===== src/rtl/pwmrl_pkg.sv =====
package pwmrl_pkg;
   localparam int NPAIR  = 3;
   localparam int NCH    = 2 * NPAIR;
   localparam int ADDR_W = 3;
   localparam int RATE_W = 2;
   localparam int PCNT_W = 3;               // largest divisor is 8 periods
   localparam logic [ADDR_W-1:0] ADR_CTRL = 3'd6;
   localparam logic [ADDR_W-1:0] ADR_MOD  = 3'd7;

   typedef struct packed {
      logic [NPAIR-1:0]  corr;              // bits [4:2]
      logic [RATE_W-1:0] rate;              // bits [1:0]
   } ctrl_t;

   localparam int CTRL_W = $bits(ctrl_t);
endpackage


===== src/rtl/pwm_regfile.sv =====
module pwm_regfile
   import pwmrl_pkg::*;
#(
   parameter int CW = 8
) (
   input  logic                          clk,
   input  logic                          rst_n,
   input  logic                          wr_en_i,
   input  logic [ADDR_W-1:0]             wr_addr_i,
   input  logic [CW-1:0]                 wr_data_i,
   input  logic [ADDR_W-1:0]             rd_addr_i,
   output logic [CW-1:0]                 rd_data_o,
   output logic [NCH-1:0][CW-1:0]        buf_duty_o,
   output ctrl_t                         buf_ctrl_o,
   output logic [CW-1:0]                 buf_mod_o
);
   logic [NCH-1:0][CW-1:0] duty_q;
   ctrl_t                  ctrl_q;
   logic [CW-1:0]          mod_q;

   for (genvar g = 0; g < NCH; g++) begin : g_duty
      always_ff @(posedge clk or negedge rst_n) begin
         if (!rst_n)
            duty_q[g] <= '0;
         else if (wr_en_i && wr_addr_i == ADDR_W'(g))
            duty_q[g] <= wr_data_i;
      end
   end

   always_ff @(posedge clk or negedge rst_n) begin
      if (!rst_n) begin
         ctrl_q <= '0;
         mod_q  <= '0;
      end else if (wr_en_i) begin
         if (wr_addr_i == ADR_CTRL) ctrl_q <= ctrl_t'(wr_data_i[CTRL_W-1:0]);
         if (wr_addr_i == ADR_MOD)  mod_q  <= wr_data_i;
      end
   end

   always_comb begin
      rd_data_o = '0;
      for (int i = 0; i < NCH; i++)
         if (rd_addr_i == ADDR_W'(i)) rd_data_o = duty_q[i];
      if (rd_addr_i == ADR_CTRL) rd_data_o = CW'(ctrl_q);
      if (rd_addr_i == ADR_MOD)  rd_data_o = mod_q;
   end

   assign buf_duty_o = duty_q;
   assign buf_ctrl_o = ctrl_q;
   assign buf_mod_o  = mod_q;

   AST_CTRL_WRITE: assert property (@(posedge clk) disable iff (!rst_n)
      (wr_en_i && wr_addr_i == ADR_CTRL) |=> (rd_addr_i != ADR_CTRL ||
         rd_data_o[CTRL_W-1:0] == $past(wr_data_i[CTRL_W-1:0])));
endmodule


===== src/rtl/pwm_active_bank.sv =====
module pwm_active_bank
   import pwmrl_pkg::*;
#(
   parameter int CW = 8
) (
   input  logic                   clk,
   input  logic                   rst_n,
   input  logic                   reload_i,
   input  logic [NCH-1:0][CW-1:0] buf_duty_i,
   input  ctrl_t                  buf_ctrl_i,
   input  logic [CW-1:0]          buf_mod_i,
   output logic [NCH-1:0][CW-1:0] act_duty_o,
   output ctrl_t                  act_ctrl_o,
   output logic [CW-1:0]          act_mod_o
);
   always_ff @(posedge clk or negedge rst_n) begin
      if (!rst_n) begin
         act_duty_o <= '0;
         act_ctrl_o <= '0;
         act_mod_o  <= '0;
      end else if (reload_i) begin
         act_duty_o <= buf_duty_i;
         act_ctrl_o <= buf_ctrl_i;
         act_mod_o  <= buf_mod_i;
      end
   end

   AST_ACT_HOLD: assert property (@(posedge clk) disable iff (!rst_n)
      !reload_i |=> ($stable(act_duty_o) && $stable(act_ctrl_o) && $stable(act_mod_o)));
   AST_ACT_TAKE: assert property (@(posedge clk) disable iff (!rst_n)
      reload_i |=> (act_ctrl_o == $past(buf_ctrl_i) && act_mod_o == $past(buf_mod_i)));
endmodule


===== src/rtl/pwm_reload_sched.sv =====
module pwm_reload_sched
   import pwmrl_pkg::*;
#(
   parameter int CW = 8
) (
   input  logic              clk,
   input  logic              rst_n,
   input  logic [CW-1:0]     mod_act_i,
   input  logic [RATE_W-1:0] rate_act_i,
   output logic [CW-1:0]     cnt_o,
   output logic              reload_o
);
   logic [CW-1:0]     cnt_q;
   logic [PCNT_W-1:0] pcnt_q;
   logic [PCNT_W-1:0] last_period;
   logic              wrap;

   assign last_period = PCNT_W'((1 << rate_act_i) - 1);
   assign wrap        = (cnt_q == mod_act_i);
   assign reload_o    = wrap && (pcnt_q == last_period);

   always_ff @(posedge clk or negedge rst_n) begin
      if (!rst_n) begin
         cnt_q  <= '0;
         pcnt_q <= '0;
      end else begin
         cnt_q <= wrap ? '0 : cnt_q + 1'b1;
         if (reload_o)
            pcnt_q <= '0;
         else if (wrap)
            pcnt_q <= pcnt_q + 1'b1;
      end
   end

   assign cnt_o = cnt_q;

   AST_CNT_BOUND: assert property (@(posedge clk) disable iff (!rst_n)
      cnt_q <= mod_act_i);
   AST_WRAP_ZERO: assert property (@(posedge clk) disable iff (!rst_n)
      wrap |=> (cnt_q == '0));
   AST_PCNT_BOUND: assert property (@(posedge clk) disable iff (!rst_n)
      pcnt_q <= last_period);
   AST_PCNT_RESTART: assert property (@(posedge clk) disable iff (!rst_n)
      reload_o |=> (pcnt_q == '0));
endmodule


===== src/rtl/pwm_pair_out.sv =====
module pwm_pair_out #(
   parameter int CW = 8
) (
   input  logic [CW-1:0] cnt_i,
   input  logic [CW-1:0] val_odd_i,
   input  logic [CW-1:0] val_even_i,
   input  logic          corr_i,
   output logic          hi_o,
   output logic          lo_o
);
   logic [CW-1:0] sel_val;

   assign sel_val = corr_i ? val_even_i : val_odd_i;
   assign hi_o    = (cnt_i < sel_val);
   assign lo_o    = ~hi_o;

   always_comb begin
      if (sel_val == '0) assert (!hi_o);
   end
endmodule


===== src/rtl/pwm_reload_ctrl.sv =====
module pwm_reload_ctrl
   import pwmrl_pkg::*;
#(
   parameter int CNT_W   = 8,
   parameter int REG_OUT = 0
) (
   input  logic                 clk,
   input  logic                 rst_n,
   input  logic                 wr_en,
   input  logic [ADDR_W-1:0]    wr_addr,
   input  logic [CNT_W-1:0]     wr_data,
   input  logic [ADDR_W-1:0]    rd_addr,
   output logic [CNT_W-1:0]     rd_data,
   output logic [NCH-1:0]       pwm_out,
   output logic                 reload_stb
);
   if (CNT_W < CTRL_W) begin : g_bad_width
      $error("CNT_W must hold the control field");
   end
   if (REG_OUT != 0 && REG_OUT != 1) begin : g_bad_regout
      $error("REG_OUT must be 0 or 1");
   end

   logic [NCH-1:0][CNT_W-1:0] buf_duty, act_duty;
   ctrl_t                     buf_ctrl, act_ctrl;
   logic [CNT_W-1:0]          buf_mod, act_mod, cnt;
   logic                      reload;
   logic [NCH-1:0]            pwm_raw;

   pwm_regfile #(.CW(CNT_W)) u_regs (
      .clk(clk), .rst_n(rst_n),
      .wr_en_i(wr_en), .wr_addr_i(wr_addr), .wr_data_i(wr_data),
      .rd_addr_i(rd_addr), .rd_data_o(rd_data),
      .buf_duty_o(buf_duty), .buf_ctrl_o(buf_ctrl), .buf_mod_o(buf_mod)
   );

   pwm_active_bank #(.CW(CNT_W)) u_active (
      .clk(clk), .rst_n(rst_n), .reload_i(reload),
      .buf_duty_i(buf_duty), .buf_ctrl_i(buf_ctrl), .buf_mod_i(buf_mod),
      .act_duty_o(act_duty), .act_ctrl_o(act_ctrl), .act_mod_o(act_mod)
   );

   pwm_reload_sched #(.CW(CNT_W)) u_sched (
      .clk(clk), .rst_n(rst_n),
      .mod_act_i(act_mod), .rate_act_i(act_ctrl.rate),
      .cnt_o(cnt), .reload_o(reload)
   );

   for (genvar p = 0; p < NPAIR; p++) begin : g_pair
      pwm_pair_out #(.CW(CNT_W)) u_pair (
         .cnt_i(cnt),
         .val_odd_i(act_duty[2*p]),
         .val_even_i(act_duty[2*p+1]),
         .corr_i(act_ctrl.corr[p]),
         .hi_o(pwm_raw[2*p]),
         .lo_o(pwm_raw[2*p+1])
      );
   end

   if (REG_OUT == 1) begin : g_out_reg
      always_ff @(posedge clk or negedge rst_n) begin
         if (!rst_n) pwm_out <= '0;
         else        pwm_out <= pwm_raw;
      end
   end else begin : g_out_comb
      assign pwm_out = pwm_raw;
   end

   assign reload_stb = reload;

   AST_STB_AT_WRAP: assert property (@(posedge clk) disable iff (!rst_n)
      reload_stb |=> (cnt == '0));
endmodule


===== config.mk =====
export PLATFORM = sky130hd
export DESIGN_NAME = pwm_reload_ctrl
export DESIGN_NICKNAME = d
export VERILOG_FILES = /design/src/rtl/pwmrl_pkg.sv /design/src/rtl/pwm_regfile.sv /design/src/rtl/pwm_active_bank.sv /design/src/rtl/pwm_reload_sched.sv /design/src/rtl/pwm_pair_out.sv /design/src/rtl/pwm_reload_ctrl.sv
export SDC_FILE = /design/constraint.sdc
export NUM_CORES = 1
export LEC_CHECK = 0
export ABC_AREA = 1
export BUFFER_PORTS_ARGS = -buffer_cell sky130_fd_sc_hd__clkbuf_2
export CAP_MARGIN = 20
export CORE_MARGIN = 3
export CORE_UTILIZATION = 40
export CTS_BUF_LIST = sky130_fd_sc_hd__clkbuf_4
export CTS_CLUSTER_SIZE = 16
export DETAILED_ROUTE_END_ITERATION = 7
export GPL_TIMING_DRIVEN = 1
export PLACE_DENSITY_LB_ADDON = 0.15
export SLEW_MARGIN = 10
export SYNTH_ARGS = -nofsm -noshare
export SYNTH_HDL_FRONTEND = slang
export SYNTH_HIERARCHICAL = 1
export SYNTH_SLANG_ARGS = --single-unit

===== constraint.sdc =====
create_clock -name clk -period 2 [get_ports clk]
set_input_delay 0.1 -clock clk [delete_from_list [all_inputs] [get_ports clk]]
set_output_delay 0.1 -clock clk [all_outputs]
set_load 0.005 [all_outputs]

# Word-level counts from Yosys, hierarchy flattened
# Cells that the tools add are included.
[op_classes]
eq_ne = 16
n_reduce_logical = 12
shifts = 1
n_bitwise = 3
mux = 14
order_cmp = 3
addsub = 3
[op_table]
columns = ["op", "count"]
rows = [
  ["2-to-1 mux 8 bit", 12],
  ["== test 3 bit (second input constant)", 8],
  ["< comparator 8 bit", 3],
  ["== test 3 x 2 -> 1 bit (second input constant)", 4],
  ["adder 8 x 1 -> 8 bit (second input constant)", 1],
  ["== test 8 bit", 1],
  ["logical AND 1 bit", 7],
  ["== test 3 x 1 -> 1 bit (second input constant)", 2],
  ["zero test 3 bit", 2],
  ["2-to-1 mux 3 bit", 2],
  ["AND reduction 2 bit", 2],
  ["adder 3 x 1 -> 3 bit (second input constant)", 1],
  ["== test 3 bit", 1],
  ["inverter 1 bit", 3],
  ["<< shifter 1 x 2 -> 3 bit (first input constant)", 1],
  ["subtractor 3 x 2 -> 3 bit (second input constant)", 1],
  ["nonzero test 2 bit", 1],
]
[totals]
output_inout_bits = 15
reg_bits = 133
inputBits = 17
word_cells = 72

# Depth between registers and ports, before layout
# Gate-level depths: netlist of run 1.
[depth]
depth_word = 9
ltp_mapped = 11
mapped_depth_nobuf = 9

# Modules after synthesis
# Netlist of run 1, hierarchy kept.
[modules_own_cells]
columns = ["module", "n_inst", "seq_area_each_um2", "cells_per_inst", "area_per_inst_um2"]
rows = [
  ["pwm_regfile", 1, 1526.5, 341, 2807.7],
  ["pwm_active_bank", 1, 1526.5, 258, 2353.5],
  ["pwm_pair_out", 3, 0.0, 41, 281.5],
  ["pwm_reload_sched", 1, 275.3, 111, 729.4],
]

# Worst setup path after synthesis of run 1
# No wires, ideal clock.
[synth_path]
path_type = "flip-flop to flip-flop"
start = "register u_sched.cnt_q[4], in the netlist u_sched/cnt_o[4]"
end = "register u_active/act_duty_o[0] (netlist bit)"
t_required_ns = 1.884
n_path_buf = 2
path_stages_with_launch = 12
setup_slack_ns = 0.432
setup_ns = 0.116
arrival_ns = 1.451
cell_sequence = "dfrtp_1 inv_2 nand2_1 nand2_1 nor2_2 nand4_1 nor2_1 buf_6 inv_6 buf_6 nand2_1 nand2_1"
[synth_between]
elab_chain_len = 2
[synth_lines]
columns = ["element", "line", "rtl"]
rows = [
  ["start: declaration", "pwm_reload_sched.sv:13", "logic [CW-1:0] cnt_q;"],
  ["start signal: assignment", "pwm_reload_sched.sv:27", "cnt_q <= wrap ? '0 : cnt_q + 1'b1;"],
  ["== test 8 bit", "pwm_reload_sched.sv:19", "assign wrap = (cnt_q == mod_act_i);"],
  ["logical AND 1 bit", "pwm_reload_sched.sv:20", "assign reload_o = wrap && (pcnt_q == last_period);"],
  ["named net reload_stb", "pwm_reload_ctrl.sv:15", "output logic reload_stb"],
  ["end signal: assignment", "pwm_active_bank.sv:22", "act_duty_o <= buf_duty_i;"],
  ["end: declaration", "pwm_active_bank.sv:12", "output logic [NCH-1:0][CW-1:0] act_duty_o,"],
]
# The timed path passes the listed nets, and every way through them passes these cells.
# A chain may end at the register's enable or synchronous reset.

# Final worst setup path of run 1
[layout_path]
start = "register u_active/act_ctrl_o[4] (netlist bit)"
end = "output pwm_out[5]"
[layout_between]
elab_chain_len = 3
[layout_lines]
columns = ["element", "line", "rtl"]
rows = [
  ["start: declaration", "pwm_active_bank.sv:13", "output ctrl_t act_ctrl_o,"],
  ["start signal: assignment", "pwm_active_bank.sv:23", "act_ctrl_o <= buf_ctrl_i;"],
  ["2-to-1 mux 8 bit", "pwm_pair_out.sv:13", "assign sel_val = corr_i ? val_even_i : val_odd_i;"],
  ["< comparator 8 bit", "pwm_pair_out.sv:14", "assign hi_o = (cnt_i < sel_val);"],
  ["inverter 1 bit", "pwm_pair_out.sv:15", "assign lo_o = ~hi_o;"],
  ["end: declaration", "pwm_reload_ctrl.sv:14", "output logic [NCH-1:0] pwm_out,"],
]
# Every way passes these cells.

==> results of run 1 <==
per-stage QoR:
stage          cell area [µm²]  std cells  hold slack (ns)  power, mW  worst slack, ns
2_1_floorplan             6740        833           -0.196       6.25            0.432
3_3_place_gp              7140       1072            0.109       7.33            0.113
3_5_place_dp              7140       1072            0.111       7.38           0.0993
4_1_cts                   7720       1126           0.0486       9.51           -0.296
5_1_grt                   7890       1133           0.0670       10.6           -0.400
6_report                  7890       1133           0.0680       9.76           -0.250
power breakdown:
| group | total [mW] | switching [mW] | internal (mW) | leakage, nW |
|---|---|---|---|---|
| registers | 4.12 | 0.713 | 3.40 | 1.70 |
| clock network | 1.74 | 1.02 | 0.723 | 0.145 |
| logic | 3.90 | 2.09 | 1.82 | 2.19 |
layout make-up:
type                       count  area share
tap                          216      0.0342
inverter                      75      0.0363
multi-input combinational    595       0.394
timing repair buffer          81      0.0798
antenna                        1    0.000317
sequential                   133       0.422
clock inverter                15      0.0174
clock buffer                  17      0.0162
state kept, by name, indices dropped and copies added (netlist names):
name / flops
u_regs/buf_mod_o: 8
u_regs/buf_duty_o: 48
u_active/act_mod_o: 8
u_active/act_ctrl_o: 5
u_active/act_duty_o: 48
u_regs/buf_ctrl_o: 5
u_sched/pcnt_q: 3
u_sched/cnt_o: 8
cell usage after synthesis, types with 9 or more instances:
cell type,number
sky130_fd_sc_hd__mux2i_1,21
sky130_fd_sc_hd__inv_2,11
sky130_fd_sc_hd__nand4_1,18
sky130_fd_sc_hd__nor2_1,48
sky130_fd_sc_hd__ha_1,23
sky130_fd_sc_hd__o21ai_0,57
sky130_fd_sc_hd__dfrtp_1,133
sky130_fd_sc_hd__nand3_1,26
sky130_fd_sc_hd__inv_1,62
sky130_fd_sc_hd__buf_6,9
sky130_fd_sc_hd__a21oi_1,22
sky130_fd_sc_hd__buf_4,9
sky130_fd_sc_hd__nand2_1,347
worst max-delay path, stage by stage, from the launching register on:
cell	delay (ns)
sky130_fd_sc_hd__dfrtp_1	0.41
sky130_fd_sc_hd__buf_4	0.16
sky130_fd_sc_hd__mux2i_4	0.20
sky130_fd_sc_hd__ha_4	0.27
sky130_fd_sc_hd__a21oi_1	0.06
sky130_fd_sc_hd__or2_4	0.24
sky130_fd_sc_hd__nand2_2	0.07
sky130_fd_sc_hd__inv_1	0.04
sky130_fd_sc_hd__nand2_1	0.05
sky130_fd_sc_hd__clkbuf_2	0.10
worst min-delay path by stage:
| stage | cells after the start | endpoint |
|---|---|---|
| finish | 2 | u_regs/buf_duty_o[3] |
| global route | 2 | u_regs/buf_duty_o[3] |
| CTS | 2 | u_regs/buf_duty_o[3] |
| detailed placement | 1 | u_regs/buf_duty_o[3] |
| global placement | 1 | u_regs/buf_duty_o[3] |
| floorplan | 0 | u_active/act_ctrl_o[0] |
cells by family (layout without fill, tap and decap cells):
logic type                 count (synthesis)  in the layout  synth area share
AOI/OAI and AO/OA                         85             85            0.0656
muxes                                     21             21            0.0312
and+or+nand+nor                          461            461             0.281
DFF                                      133            133             0.494
other                                      0              1                 0
adders and majority gates                 23             23            0.0427
buffers and inverters                    105            188            0.0784
xor gates and xnor gates                   5              5           0.00650
layer usage:
| metal | part of all wire | GRT usage | wire [µm] | up-vias |
|---|---|---|---|---|
| li1 | - | - | - | 2785 |
| met1 | 0.51 | 0.300 | 8810 | 2514 |
| met2 | 0.43 | 0.286 | 7460 | 118 |
| met3 | 0.041 | 0.0423 | 710 | 21 |
| met4 | 0.020 | 0.0672 | 338 | 0 |
| met5 | 0 | 0 | 0 | - |
what timing repair did:
item	in CTS	in global routing
endpoints found under the hold margin	193	0
pin swaps	17	12
buffers inserted	5	6
hold buffers	16	0
gates resized for setup	30	27
setup endpoints to repair	7	18
cloned	1	0
==> results.md, run 1 <==
* Core ar. at 16200 µm²
* Buffers from clock root to sink, at most at 2
* Sum of negative setup slack at -1.34 ns
* Post-DP HPWL at 12.5 mm
* Total routing usage reported by global routing at 0.200
* Worst reg2reg setup slack at 0.18 ns
* Highest clock frequency the design can meet at 444 MHz
* Placer congestion estimate at 0.821
* Nets@finish at 943
* Violation count after the first detailed-routing iteration at 387
* Ratio of total power to cell area at 1240 nW/µm²
* P&R area growth vs syn at 17.2%
* Fraction of registers with async set or reset after synthesis at 1.00
* Overall die area at ~18000 µm²
* Detailed-route DRC error count at 0
* H-tree Lvls at 4
* Residual overflow from global routing at 0
* Unrepaired setup endpoints after global routing: true
* Post-synthesis instance area at 6740 µm²
* Origin of the critical flop-to-flop path: u_sched/cnt_o[7]
* Startpoint of the worst setup timing path: u_active/act_ctrl_o[4]
* Number of global-route vias before repair at 5183
* Cell chosen for the clock root: sky130_fd_sc_hd__clkbuf_4
* Die Span Y at 136 µm
* Synthesized netlist cell count at between 800 and 900
* Worst-case setup margin in the final layout at -0.250 ns
* First-pass GRT wire length at between 20 and 30 mm
* Initial core utilization at 0.416
* Number of setup violations in the final report at 6
* Post-synthesis area per instance at 8.09 µm²
* Worst reg-to-reg path cell count at 10
* Number of distinct library cell variants in the gate-level netlist after synthesis at 28
* Area occupied by registers at 3330 µm²
* Most frequent cells in the layout: 342 x sky130_fd_sc_hd__nand2_1, 131 x sky130_fd_sc_hd__dfrtp_1, 61 x sky130_fd_sc_hd__inv_1, 57 x sky130_fd_sc_hd__o21ai_0, 44 x sky130_fd_sc_hd__nor2_1
* Clock tree from TritonCTS: done
* Worst hold-check path type: input pin to async pin
* Clock sink count at 133
* Outcome: finished, violations left
* Max-capacitance violation count at 0
* Maximum number of pins on one net before global-route repair at 62
* Die width at 136 µm
* Fin util at 0.488
* Vias per inst at 4.80
* Standby leakage power at between 4 and 5 nW
* Highest net fanout along the worst path at 2
* Worst slew pin tran at 0.589 ns
* Number of fill cells at 1621
* Minimum clock period at 2.25 ns
* Area share of the largest cell type after synthesis at 0.494
* Worst ir drop on vdd at 0.000562 V
* Number of hold violations in the final report at 0
* Leading cell types by total area after synthesis: sky130_fd_sc_hd__dfrtp_1 49%, sky130_fd_sc_hd__nand2_1 19%, sky130_fd_sc_hd__ha_1 4.3%, sky130_fd_sc_hd__o21ai_0 4.2%, sky130_fd_sc_hd__inv_1 3.5%
* Row count at 46
* Required @ worst endpoint at about 1.9 ns
* Startpoint type of the worst setup path: flop
* Number of port buffers at 31
* Detailed-route wire length at 17.3 mm
* Clock latency of the later-clocked register in the worst-skew pair at 0.55 ns
* Most common library cell in the layout ignoring fill and taps: sky130_fd_sc_hd__nand2_1
* End point of the critical path: pwm_out[5]
* Final Cycle Share at 1.13
* Max-slew violation count at 0
* IO Count at 32
* CP Class: flop to output port
* Antenna-violating nets left at 0
* Fraction of layout cells with a size suffix above 1 at 0.180
* Slew margin rel. at 0.606
* Type of destination of the critical path: output port
* Crit path DAT at 2.15 ns
* TritonCTS Buffers at 17
* Initial antenna violation count at 1
* Number of detailed-route iterations in the first pass at 5
* Number of flops mapped to enable cells by yosys at 0
* Total number of vias at 5438
* Register area share after synthesis at 0.494
* Worst clock skew at ~0.016 ns
* Cell type with the highest aggregate area in the netlist: sky130_fd_sc_hd__dfrtp_1
* Multi-input gate area in the final layout at 3110 µm²
* Total number of yosys warnings at 6
* Most used flip-flop cell after synthesis: sky130_fd_sc_hd__dfrtp_1
* Clock-pin transition on the worst setup and hold timing paths at 0.12 ns
* Routed length per placed instance at 15.3 µm
* Failing checks: negative setup slack
* Synthesized netlist net count at roughly 870
* Seq cells post-synth at 133
* Reg-to-reg critical path endpoint: u_active/act_ctrl_o[2]
(Power assumes the default switching activity.)
==> run 2, diff against run 1 <==
- PLACE_DENSITY: unset -> 0.58
- PLACE_DENSITY_LB_ADDON: 0.15 -> unset
==> results.md, run 2 (synthesized netlist as in run 1, its figures left out) <==
* IO Count at 32 (unchanged)
* Standby leakage power at 3.95 nW (-2.2%)
* Overall die area at 18400 µm² (unchanged)
* Row count at 46 (unchanged)
* Most frequent cells in the layout: 343 x sky130_fd_sc_hd__nand2_1, 128 x sky130_fd_sc_hd__dfrtp_1, 61 x sky130_fd_sc_hd__inv_1, 57 x sky130_fd_sc_hd__o21ai_0, 47 x sky130_fd_sc_hd__nor2_1
* Detailed-route DRC error count at 0 (unchanged)
* Number of setup violations in the final report at 6 (unchanged)
* Cell chosen for the clock root: sky130_fd_sc_hd__clkbuf_4
* Ratio of total power to cell area at 1230 nW/µm² (-0.66%)
* Die width at 136 µm (unchanged)
* Type of destination of the critical path: output port
* Multi-input gate area in the final layout at 2930 µm² (-5.6%)
* Number of global-route vias before repair at 5181 (-0.039%)
* Worst slew pin tran at 0.634 ns (+0.0453 ns)
* Startpoint of the worst setup timing path: u_active/act_ctrl_o[4]
* Worst clock skew at 0.0227 ns (+0.00720 ns)
* Maximum number of pins on one net before global-route repair at 62 (unchanged)
* Nets@finish at 929 (-1.5%)
* Number of hold violations in the final report at 0 (unchanged)
* Post-DP HPWL at 12.6 mm (about the same)
* Worst reg2reg setup slack at 0.24 ns (+0.06 ns)
* Area occupied by registers at 3330 µm² (+0.11%)
* Initial core utilization at 0.416 (unchanged)
* Worst hold-check path type: input pin to async pin
* Required @ worst endpoint at 1.90 ns (about the same)
* Number of fill cells at 1634 (+0.80%)
* Origin of the critical flop-to-flop path: u_sched/cnt_o[0]
* Worst-case setup margin in the final layout at -0.208 ns (+0.0419 ns)
* Number of detailed-route iterations in the first pass at 6 (+1)
* Max-slew violation count at 0 (unchanged)
* Minimum clock period at 2.21 ns (-0.0419 ns)
* Violation count after the first detailed-routing iteration at 416 (+7.5%)
* Initial antenna violation count at 1 (unchanged)
* Core ar. at 16200 µm² (unchanged)
* Post-placement worst setup slack at 0.133 ns (+0.0336 ns)
* Buffers from clock root to sink, at most at 2 (unchanged)
* Total number of vias at 5370 (-1.3%)
* P&R area growth vs syn at 13.2%
* Clock tree from TritonCTS: done
* Unrepaired setup endpoints after global routing: true
* Startpoint type of the worst setup path: flop
* Worst ir drop on vdd at 0.000687 V (+22%)
* Die Span Y at 136 µm (unchanged)
* Total routing usage reported by global routing at 0.198 (-0.00135)
* Highest clock frequency the design can meet at 453 MHz (+1.9%)
* Worst reg-to-reg path cell count at 9 (-1)
* Routed length per placed instance at 15.1 µm (-1.2%)
* End point of the critical path: pwm_out[4]
* Vias per inst at 4.80 (about the same)
* Failing checks: negative setup slack
* Clock-pin transition on the worst setup and hold timing paths at 0.13 ns (about the same)
* Antenna-violating nets left at 0 (unchanged)
* Highest net fanout along the worst path at 7 (+5)
* Placer congestion estimate at 0.827 (+0.77%)
* TritonCTS Buffers at 17 (unchanged)
* CP Class: flop to output port
* Most common library cell in the layout ignoring fill and taps: sky130_fd_sc_hd__nand2_1
* Sum of negative setup slack at -1.10 ns (+0.244 ns)
* Cell count after placement at 1069 (-0.28%)
* First-pass GRT wire length at 28.2 mm (+0.96%)
* Final Cycle Share at 1.10 (-0.0209)
* Fraction of layout cells with a size suffix above 1 at 0.150 (-0.0303)
* Outcome: finished, violations left
* Final standard cell count with taps included and fillers excluded at 1118 (-1.3%)
* Reg-to-reg critical path endpoint: u_active/act_ctrl_o[2]
* Residual overflow from global routing at 0 (unchanged)
* Max-capacitance violation count at 0 (unchanged)
* Slew margin rel. at 0.576 (-0.0303)
* Detailed-route wire length at 16.9 mm (-2.5%)
* Clock sink count at 133 (unchanged)
* Clock latency of the later-clocked register in the worst-skew pair at 0.54 ns (about the same)
* Number of port buffers at 31 (unchanged)
* Crit path DAT at 2.11 ns (-0.04 ns)
* H-tree Lvls at 4 (unchanged)
-- run 2: changes by cell type in the layout (fill, tap and decap cells not counted), moves of 3 or more --
cell	delta
sky130_fd_sc_hd__buf_4	-12
sky130_fd_sc_hd__mux2i_1	+12
sky130_fd_sc_hd__mux2i_2	-8
sky130_fd_sc_hd__ha_1	+4
sky130_fd_sc_hd__ha_4	-4
sky130_fd_sc_hd__mux2i_4	-4
sky130_fd_sc_hd__dfrtp_1	-3
sky130_fd_sc_hd__dfrtp_2	+3
sky130_fd_sc_hd__dlygate4sd3_1	-3
sky130_fd_sc_hd__nand2_4	-3
sky130_fd_sc_hd__nor2_1	+3
-- run 2: how the worst min path moves through the flow --
stage,start,end,cells after the start
6_report,rst_n,u_regs/buf_duty_o[15],2
5_1_grt,wr_addr[2],u_regs/buf_mod_o[7],5
4_1_cts,wr_addr[1],u_regs/buf_mod_o[4],5
3_5_place_dp,rst_n,u_regs/buf_duty_o[7],1
3_3_place_gp,rst_n,u_regs/buf_duty_o[3],1
2_1_floorplan,rst_n,u_active/act_ctrl_o[0],0
-- run 2: stage by stage --
| stage | util | power, mW | cell area (µm²) | hold WS (ns) |
|---|---|---|---|---|
| 3_3_place_gp | 0.441 | 7.37 | 7130 | 0.101 |
| 6_report | 0.471 | 9.37 | 7620 | 0.0617 |
| 3_5_place_dp | 0.441 | 7.44 | 7130 | 0.0955 |
| 2_1_floorplan | - | 6.25 | 6740 | -0.196 |
| 4_1_cts | 0.470 | 9.37 | 7590 | 0.0130 |
| 5_1_grt | 0.471 | 10.3 | 7620 | 0.0425 |
-- run 2: power breakdown --
group	internal [mW]	total (mW)	switching [mW]
Sequential	3.41	4.14	0.735
Clock	0.744	1.73	0.990
Combinational	1.57	3.49	1.92
-- run 2: critical path, stage by stage (launching register included) --
cell                      delay, ns
sky130_fd_sc_hd__dfrtp_2       0.50
sky130_fd_sc_hd__buf_6         0.14
sky130_fd_sc_hd__mux2i_2       0.20
sky130_fd_sc_hd__ha_1          0.26
sky130_fd_sc_hd__nand2_1       0.07
sky130_fd_sc_hd__nand2_1       0.06
sky130_fd_sc_hd__nand2_2       0.05
sky130_fd_sc_hd__nand2_2       0.06
sky130_fd_sc_hd__a21oi_2       0.12
sky130_fd_sc_hd__buf_2         0.13
-- run 2: layout make-up --
cell class | instances | share of cell area
diodes | 1 | 0.000328
clock buffers | 18 | 0.0177
clock inverters | 13 | 0.0174
inverters | 75 | 0.0376
multi-input cells | 595 | 0.385
flip-flops and latches | 133 | 0.437
well taps | 216 | 0.0354
repair buffers | 67 | 0.0694
-- run 2: routing by layer --
layer / GRT usage / vias to the layer above / routed length, µm
li1: - / 2747 / -
met1: 0.306 / 2497 / 8780
met2: 0.282 / 112 / 7190
met3: 0.0416 / 14 / 720
met4: 0.0532 / 0 / 204
met5: 0 / - / 0
-- run 2: what timing repair did --
item | CTS | global route
endpoints found under the setup margin | 7 | 7
hold buffers | 13 | 0
setup buffers | 4 | 0
endpoints found under the hold margin | 188 | 0
pin swaps | 12 | 6
resized for setup | 16 | 11
==> run 3, diff against run 2 <==
- PLACE_DENSITY: 0.58 -> 0.59
- SETUP_SLACK_MARGIN: unset -> 0.15
==> results.md, run 3 (synthesized netlist as in run 1, its figures left out) <==
* Worst-case setup margin in the final layout at -0.273 ns (-0.0647 ns)
* Die width at 136 µm (unchanged)
* Slew margin rel. at 0.561 (-0.0152)
* Minimum clock period at 2.27 ns (+0.0647 ns)
* Total routing usage reported by global routing at 0.202 (+0.00399)
* Number of detailed-route iterations in the first pass at 7 (+1)
* Clock sink count at 133 (unchanged)
* Initial antenna violation count at 1 (unchanged)
* Row count at 46 (unchanged)
* Origin of the critical flop-to-flop path: u_sched/cnt_o[3]
* Detailed route wirelength on metal3 at 762 µm (+5.8%)
* IO Count at 32 (unchanged)
* Number of global-route vias before repair at 5172 (-0.17%)
* Standby leakage power at 4.19 nW (+6.0%)
* Vias per inst at 4.90 (+2.1%)
* Worst slew pin tran at 0.657 ns (+0.0227 ns)
* Startpoint of the worst setup timing path: u_active/act_ctrl_o[2]
* Failing checks: negative setup slack
* Fin util at 0.506 (+0.0346)
* Worst reg-to-reg path cell count at 14 (+5)
* Clock-pin transition on the worst setup and hold timing paths at 0.12 ns (about the same)
* Routed length per placed instance at 15.5 µm (+2.8%)
* Sum of met2 wire segment lengths after detailed routing at 7.81 mm (+8.6%)
* Highest clock frequency the design can meet at 440 MHz (-2.8%)
* TritonCTS Buffers at 17 (unchanged)
* H-tree Lvls at 4 (unchanged)
* Final standard cell count with taps included and fillers excluded at 1154 (+3.2%)
* Cell count after placement at 1067 (-0.19%)
* Number of fill cells at 1576 (-3.5%)
* Die Span Y at 136 µm (unchanged)
* CP Class: flop to output port
* Nets@finish at 964 (+3.8%)
* Worst clock skew at 0.0191 ns (-0.00358 ns)
* Antenna-violating nets left at 0 (unchanged)
* Type of destination of the critical path: output port
* Fraction of layout cells with a size suffix above 1 at 0.197 (+0.0476)
* Worst hold-check path type: input pin to async pin
* First-pass GRT wire length at 28.4 mm (+0.78%)
* Max-capacitance violation count at 0 (unchanged)
* Detailed-route wire length at 17.9 mm (+6.1%)
* P&R area growth vs syn at 21.5%
* Number of port buffers at 31 (unchanged)
* Initial core utilization at 0.416 (unchanged)
* Number of hold violations in the final report at 0 (unchanged)
* Most common library cell in the layout ignoring fill and taps: sky130_fd_sc_hd__nand2_1
* Required @ worst endpoint at 1.90 ns (about the same)
* Placer congestion estimate at 0.871 (+5.2%)
* Maximum number of pins on one net before global-route repair at 62 (unchanged)
* Final Cycle Share at 1.14 (+0.0324)
* Area occupied by registers at 3330 µm² (-0.15%)
* Residual overflow from global routing at 0 (unchanged)
* Clock latency of the later-clocked register in the worst-skew pair at 0.55 ns (about the same)
* Total number of vias at 5660 (+5.4%)
* Crit path DAT at 2.17 ns (+0.06 ns)
* Met1 WL at 9.02 mm (+2.7%)
* Core ar. at 16200 µm² (unchanged)
* Unrepaired setup endpoints after global routing: true
* Number of setup violations in the final report at 6 (unchanged)
* Startpoint type of the worst setup path: flop
* Detailed-route DRC error count at 0 (unchanged)
* Buffers from clock root to sink, at most at 2 (unchanged)
* Multi-input gate area in the final layout at 3090 µm² (+5.4%)
* Most frequent cells in the layout: 334 x sky130_fd_sc_hd__nand2_1, 132 x sky130_fd_sc_hd__dfrtp_1, 60 x sky130_fd_sc_hd__inv_1, 55 x sky130_fd_sc_hd__o21ai_0, 46 x sky130_fd_sc_hd__nor2_1
* Worst ir drop on vdd at 0.000634 V (-7.6%)
* Post-DP HPWL at 12.3 mm (-2.4%)
* Highest net fanout along the worst path at 4 (-3)
* Violation count after the first detailed-routing iteration at 476 (+14%)
* Clock tree from TritonCTS: done
* Cell chosen for the clock root: sky130_fd_sc_hd__clkbuf_4
* Overall die area at 18400 µm² (unchanged)
* Ratio of total power to cell area at 1260 nW/µm² (+2.3%)
* Pwr Total at 10.3 mW (+9.8%)
* Max-slew violation count at 0 (unchanged)
* Highest routed layer: met4
* Outcome: finished, violations left
run 3: power breakdown:
group,total (mW),internal [mW],switching [mW],leakage [nW]
registers,4.07,3.40,0.668,1.70
logic,4.30,2.05,2.24,2.33
clock network,1.92,0.888,1.03,0.152
run 3: final cells by class:
type	count	share of cell area
clock buffers	19	0.0174
repair buffers	102	0.110
inverters	75	0.0353
well taps	216	0.0330
diodes	1	0.000306
multi-input cells	595	0.378
clock inverters	13	0.0190
flip-flops and latches	133	0.407
run 3: through the flow:
step | hold WS (ns) | setup TNS [ns] | setup slack (ns) | area (µm²)
global route | 0.0202 | -2.71 | -0.408 | 8180
finish | 0.0363 | -1.46 | -0.273 | 8180
global placement | 0.0586 | 0 | 0.259 | 7110
floorplan | -0.196 | 0 | 0.432 | 6740
detailed placement | 0.0565 | 0 | 0.226 | 7110
CTS | 0.00540 | -1.76 | -0.319 | 7910
run 3: final timing paths:
kind | slack, ns | to
min in group clk | 0.06 | u_regs/buf_mod_o[0]
worst max-delay path | -0.27 | pwm_out[1]
worst min register to register | 0.49 | u_active/act_duty_o[32]
worst min-delay path | 0.04 | u_regs/buf_duty_o[7]
max in group asynchronous | 1.30 | u_regs/buf_duty_o[33]
worst max register to register | 0.02 | u_sched/pcnt_q[2]
run 3: what timing repair did:
item	4_1_cts	5_1_grt
gates cloned	1	1
hold endpoints to repair	194	0
gates resized for setup	39	35
buffers inserted	20	15
hold buffers	17	0
setup endpoints to repair	8	75
pin swaps	23	24
run 3: worst max-delay path: stages (launching register included):
cell and delay, ns:
sky130_fd_sc_hd__dfrtp_1 0.41, sky130_fd_sc_hd__bufbuf_16 0.28, sky130_fd_sc_hd__mux2i_4 0.23, sky130_fd_sc_hd__ha_1 0.17, sky130_fd_sc_hd__a21oi_1 0.06, sky130_fd_sc_hd__or2_4 0.24, sky130_fd_sc_hd__nand2_2 0.07, sky130_fd_sc_hd__inv_1 0.04
sky130_fd_sc_hd__nand2_1 0.05, sky130_fd_sc_hd__clkbuf_2 0.10
run 3: routing by layer:
layer  GRT usage  vias to the layer above
met1       0.310                     2666
met3      0.0442                       26
li1            -                     2822
met2       0.283                      146
met4      0.0655                        0
met5           0                        -
